$ cat src/rtl/ulpi_regacc_pkg.sv
`timescale 1ns/1ps
package ulpi_regacc_pkg;

    localparam int ULPI_DW = 8;

    localparam logic [1:0] OP_REG_WRITE = 2'b10;
    localparam logic [1:0] OP_REG_READ  = 2'b11;
    localparam logic [5:0] EXT_MARKER   = 6'h2F;

    typedef enum logic [3:0] {
        S_IDLE,
        S_LOAD,
        S_CMD,
        S_EADDR,
        S_WDATA,
        S_STOP,
        S_TURN1,
        S_RDATA,
        S_TURN2,
        S_FINISH
    } acc_state_e;

endpackage

$ cat src/rtl/ulpi_regacc_cmd.sv
`timescale 1ns/1ps
module ulpi_regacc_cmd
    import ulpi_regacc_pkg::*;
#(
    parameter int            AW       = 8,
    parameter logic [AW-1:0] EXT_BASE = AW'(8'h2F)
) (
    input  logic                wr,
    input  logic [AW-1:0]       addr,
    output logic [ULPI_DW-1:0]  cmd_byte,
    output logic                ext
);
    always_comb begin
        ext      = (addr >= EXT_BASE);
        cmd_byte = {(wr ? OP_REG_WRITE : OP_REG_READ),
                    (ext ? EXT_MARKER : addr[5:0])};
    end
endmodule

$ cat src/rtl/ulpi_regacc_wdog.sv
`timescale 1ns/1ps
module ulpi_regacc_wdog #(
    parameter int TO_W = 16
) (
    input  logic            clk,
    input  logic            rst_n,
    input  logic            active,
    input  logic [TO_W-1:0] limit,
    output logic            expire
);
    logic [TO_W-1:0] cnt_q;

    assign expire = active && (cnt_q == (limit - TO_W'(1)));

    always_ff @(posedge clk or negedge rst_n) begin
        if (!rst_n) begin
            cnt_q <= '0;
        end else if (!active || expire) begin
            cnt_q <= '0;
        end else begin
            cnt_q <= cnt_q + TO_W'(1);
        end
    end

    // the count never passes the limit while a transaction runs
    a_r9_count_in_window: assert property (@(posedge clk) disable iff (!rst_n)
        (active && $stable(limit) && limit != '0) |-> (cnt_q < limit));
endmodule

$ cat src/rtl/ulpi_regacc_engine.sv
`timescale 1ns/1ps
module ulpi_regacc_engine
    import ulpi_regacc_pkg::*;
#(
    parameter int            AW       = 8,
    parameter int            TO_W     = 16,
    parameter logic [AW-1:0] EXT_BASE = AW'(8'h2F)
) (
    input  logic                clk,
    input  logic                rst_n,
    input  logic                req_start,
    input  logic                req_write,
    input  logic [AW-1:0]       req_addr,
    input  logic [ULPI_DW-1:0]  req_wdata,
    input  logic [TO_W-1:0]     wd_limit,
    output logic [ULPI_DW-1:0]  rd_data,
    output logic                acc_done,
    output logic                acc_err,
    input  logic                ulpi_dir,
    input  logic                ulpi_nxt,
    input  logic [ULPI_DW-1:0]  ulpi_din,
    output logic [ULPI_DW-1:0]  ulpi_dout,
    output logic                ulpi_dout_en,
    output logic                ulpi_stp
);
    acc_state_e          state_q, state_d;
    logic                wr_q;
    logic [AW-1:0]       addr_q;
    logic [ULPI_DW-1:0]  wdata_q, rdata_q;
    logic                done_q, err_q;
    logic [ULPI_DW-1:0]  cmd_byte;
    logic                ext_acc;
    logic                wd_expire;
    logic                active;
    logic                accept;
    logic                drive;

    assign active = (state_q != S_IDLE);
    assign accept = req_start && !active;

    ulpi_regacc_cmd #(.AW(AW), .EXT_BASE(EXT_BASE)) i_cmd (
        .wr       (wr_q),
        .addr     (addr_q),
        .cmd_byte (cmd_byte),
        .ext      (ext_acc)
    );

    ulpi_regacc_wdog #(.TO_W(TO_W)) i_wdog (
        .clk    (clk),
        .rst_n  (rst_n),
        .active (active),
        .limit  (wd_limit),
        .expire (wd_expire)
    );

    // state register
    always_ff @(posedge clk or negedge rst_n) begin
        if (!rst_n) state_q <= S_IDLE;
        else        state_q <= state_d;
    end

    // transitions
    always_comb begin
        state_d = state_q;
        unique case (state_q)
            S_IDLE:   if (accept) state_d = S_LOAD;
            S_LOAD:   if (!ulpi_dir) state_d = S_CMD;
            S_CMD: begin
                if (ulpi_dir)            state_d = S_LOAD;
                else if (ulpi_nxt) begin
                    if (ext_acc)         state_d = S_EADDR;
                    else if (wr_q)       state_d = S_WDATA;
                    else                 state_d = S_TURN1;
                end
            end
            S_EADDR:  if (ulpi_nxt) state_d = wr_q ? S_WDATA : S_TURN1;
            S_WDATA:  if (ulpi_nxt) state_d = S_STOP;
            S_STOP:   state_d = S_FINISH;
            S_TURN1:  if (ulpi_dir) state_d = S_RDATA;
            S_RDATA:  state_d = S_TURN2;
            S_TURN2:  state_d = S_FINISH;
            S_FINISH: state_d = S_IDLE;
            default:  state_d = S_IDLE;
        endcase
        if (wd_expire) state_d = S_IDLE;
    end

    // bus outputs decoded from state
    always_comb begin
        drive     = 1'b0;
        ulpi_dout = '0;
        ulpi_stp  = 1'b0;
        unique case (state_q)
            S_CMD:   begin drive = 1'b1; ulpi_dout = cmd_byte; end
            S_EADDR: begin drive = 1'b1; ulpi_dout = ULPI_DW'(addr_q); end
            S_WDATA: begin drive = 1'b1; ulpi_dout = wdata_q; end
            S_STOP:  begin drive = 1'b1; ulpi_stp = 1'b1; end
            default: ;
        endcase
        ulpi_dout_en = drive && !ulpi_dir;
    end

    // request capture, completion and read data
    always_ff @(posedge clk or negedge rst_n) begin
        if (!rst_n) begin
            wr_q    <= 1'b0;
            addr_q  <= '0;
            wdata_q <= '0;
            rdata_q <= '0;
            done_q  <= 1'b0;
            err_q   <= 1'b0;
        end else begin
            if (accept) begin
                wr_q    <= req_write;
                addr_q  <= req_addr;
                wdata_q <= req_wdata;
                done_q  <= 1'b0;
                err_q   <= 1'b0;
            end else if (state_q == S_FINISH) begin
                done_q  <= 1'b1;
            end else if (wd_expire) begin
                done_q  <= 1'b1;
                err_q   <= 1'b1;
            end
            if (state_q == S_RDATA) rdata_q <= ulpi_din;
        end
    end

    assign rd_data  = rdata_q;
    assign acc_done = done_q;
    assign acc_err  = err_q;

    // a byte not yet taken stays on the bus
    a_r7_hold_byte: assert property (@(posedge clk) disable iff (!rst_n)
        (ulpi_dout_en && !ulpi_nxt && !ulpi_stp && !wd_expire) |=> $stable(ulpi_dout));
    // stop lasts a single cycle
    a_r3_stp_single: assert property (@(posedge clk) disable iff (!rst_n)
        ulpi_stp |=> !ulpi_stp);
    // an error is only ever reported together with done
    a_r9_err_with_done: assert property (@(posedge clk) disable iff (!rst_n)
        acc_err |-> acc_done);
    // accepting a request clears both flags
    a_r11_start_clears: assert property (@(posedge clk) disable iff (!rst_n)
        accept |=> (!acc_done && !acc_err));
    // watchdog expiry ends the transaction with an error
    a_r9_expire_reports: assert property (@(posedge clk) disable iff (!rst_n)
        (wd_expire && state_q != S_FINISH) |=> (acc_done && acc_err && !active));
endmodule

$ cat config.mk
export PLATFORM = sky130hd
export DESIGN_NAME = ulpi_regacc_engine
export DESIGN_NICKNAME = d
export VERILOG_FILES = /design/src/rtl/ulpi_regacc_pkg.sv /design/src/rtl/ulpi_regacc_cmd.sv /design/src/rtl/ulpi_regacc_wdog.sv /design/src/rtl/ulpi_regacc_engine.sv
export SDC_FILE = /design/constraint.sdc
export NUM_CORES = 1
export LEC_CHECK = 0
export BUFFER_PORTS_ARGS = -buffer_cell sky130_fd_sc_hd__buf_2
export CORE_ASPECT_RATIO = 1.1
export CORE_UTILIZATION = 30
export DETAILED_ROUTE_END_ITERATION = 8
export PLACE_DENSITY = 0.57
export RECOVER_POWER = 50
export SLEW_MARGIN = 20
export SYNTH_ARGS = -nofsm -noshare
export SYNTH_HDL_FRONTEND = slang
export SYNTH_SLANG_ARGS = --single-unit
$ cat constraint.sdc
create_clock -name clk -period 3 [get_ports clk]
set_input_delay 0.15 -clock clk [delete_from_list [all_inputs] [get_ports clk]]
set_output_delay 0.15 -clock clk [all_outputs]
set_load 0.1 [all_outputs]
==> run metrics <==
clk buf depth 2; setup bufs post-CTS 0; detailed-placement wirelength estimate 4540 microns; ys flop type dfrtp_1; first-pass GRT wire length 10700 microns; worst relative slew slack 0.204; Die Span X 96.6 microns; final hold viol count 0; most frequent cells in the layout buf_2 (54), dfrtp_1 (47), mux2_2 (25); share of layout cells above drive strength 1 0.324; routed wire length 6250 microns; number of gates resized after cts 0; critical path capture point type flip-flop; Final setup viols 0; initial antenna violation count 0; pre-CTS setup slack 288 ps; Worst Path Max Fanout 22; slowest CP cell or4_1; crit path to acc_done$_DFFE_PN0P_; Final Power 3.80 mW; Fin Setup TNS 0 ps; leakage ~1.6 nW; hold path start req_addr[5]; post-synth cell types 56; maximum vdd drop 0.000895 V; CTS sink cnt 47; WL/cell 13.1 microns; Syn Inst Count 293; FF-to-FF End state_q[0]$_DFFE_PN0P_; cell accounting for the most synthesized area dfrtp_1; Initial DRT Pass Iterations 4; CTS tree built; largest net degree at the start of global routing 48; critical path type in -> reg; nature of the critical path startpoint primary input; Initial Utilization 0.313; CTS buffer count 5; core area 9440 sq um; non-filler cells, final roughly 480; Reg-to-Reg Start i_wdog.cnt_q[5]$_DFF_PN0_; clk_skew 11.6 ps; launch point of the worst path wd_limit[5]; ANT nets after route 0; IO Port Bufs 65; warnings from Yosys 0; clock slew seen by the registers of the worst setup and hold paths about 90 ps; n_diodes 0; vias in the first global route ~2300; via count 2376; Worst-Skew Late Latency 300 ps; design area around 3500 sq um; Worst R2R Setup Slack between 700 and 800 ps; Async SR Flop Fraction 1.00; drt first-iter violations 90; crit share post-route 0.796; Max H-tree Level 2; dpl cell area 3430 sq um; NumNets Final between 400 and 500; gr usage total 0.125; chip height 106 microns; commonest non-fill, non-tap cell in the layout buf_2; RSZ-0062 raised after global routing no; Tmin final 2390 ps; Setup WS post-layout 611 ps; Slew @ Worst Pin about 1200 ps; Slew Limit Fails 0; Post-Syn Area per Cell roughly 10 sq um; final core area utilization 0.375; die area 10200 sq um; Post-synth EDFFs 0; area grow syn2layout 20.0%; Overflow after GRT 0; pwr dens ~1100 nW/um^2; routed vias/inst 4.97; Boundary Pins 66; status complete, no violations; Yosys reg bits 47; top post-synthesis cells by area dfrtp_1 (40%), mux2_2 (9.5%), xor2_1 (6.2%), nor3_2 (3.7%), xnor2_1 (3.6%); # hold bufs at CTS 0; fmax 419 MHz; crit path cell chain buf_2 -> or4_1 -> or4b_4 -> mux2_4 -> a211oi_2 -> nor4_4 -> buf_12 -> o31a_1; Mapped Area 2950 sq um; root buffer cell clkbuf_8; drc violations 0; CP max stage delay 610 ps; Seq/Total Area, Yosys 0.398; worst hold margin 72.6 ps; reg2reg path depth 7; Hold/Removal Path Class in -> reg; GPL Wtd Cong 0.732; number of max-cap violations 0; CP Data Arrival Time 2590 ps; post-placement cell count 469; Syn Nets 341; row count 37; critical path required time 3200 ps; top cell type's share of synthesized area 0.398
## metal layers
layer	global-route usage	wire, microns	part of all wire
met1	0.164	2900	0.46
met5	0	0	0
met3	0.0316	373	0.060
met4	0.0341	64	0.010
met2	0.206	2910	0.47
## registers in the layout (all words and copies together) (netlist names)
name,cells
i_wdog.cnt_q,16
addr_q,8
rd_data,8
wdata_q,8
state_q,4
acc_done,1
acc_err,1
wr_q,1
## kinds of logic after synthesis
group,after synthesis,share of synthesized area
xor+xnor,33,0.0978
flops,47,0.398
mux,27,0.104
buf+inv,21,0.0343
simple gates,121,0.252
compound gates,42,0.105
fa+ha+maj,2,0.00847
## power by group
group | internal (mW) | switching (mW)
Clock | 0.270 | 0.214
Combinational | 0.606 | 1.65
Sequential | 0.874 | 0.193
## cell usage after synthesis, types with 2 or more instances
cell	count
dfrtp_1	47
mux2_2	25
nand2_1	24
xor2_1	21
nor2_1	17
nor3_1	12
xnor2_1	12
nor3_2	11
o21ai_0	11
clkbuf_1	10
nand3_1	9
inv_1	8
a21oi_1	7
nor2b_1	7
and3_1	5
nand3b_1	5
a211oi_1	3
buf_6	3
nand2b_1	3
nor3b_1	3
nor4_1	3
nor4b_1	3
or4_1	3
a2111oi_0	2
a22o_1	2
a22oi_1	2
and2_1	2
ha_1	2
nand4b_1	2
o21bai_1	2
or3_1	2
## final cells by class
cell class / count / area (sq um)
Tap cell: 117 / 146
Clock buffer: 6 / 82.6
Sequential cell: 47 / 1180
Fill cell: 982 / 5900
Timing Repair Buffer: 73 / 388
Multi-Input combinational cell: 225 / 1690
Clock inverter: 2 / 35.0
Inverter: 8 / 30.0
## worst max-delay path, delay by kind of cell
family	cells	cell delay, ps
simple gates	3	1250
compound gates	2	540
mux	1	320
buf+inv	2	310
## worst min-delay path by stage
| stage | endpoint | cells after the start |
|---|---|---|
| floorplan | acc_done$_DFFE_PN0P_ | 0 |
| global placement | rd_data[0]$_DFFE_PN0N_ | 2 |
| detailed placement | rd_data[0]$_DFFE_PN0N_ | 2 |
| CTS | addr_q[5]$_DFFE_PN0P_ | 2 |
| global route | wdata_q[7]$_DFFE_PN0P_ | 2 |
| finish | addr_q[5]$_DFFE_PN0P_ | 2 |
Power figures use the tool's default switching activity.
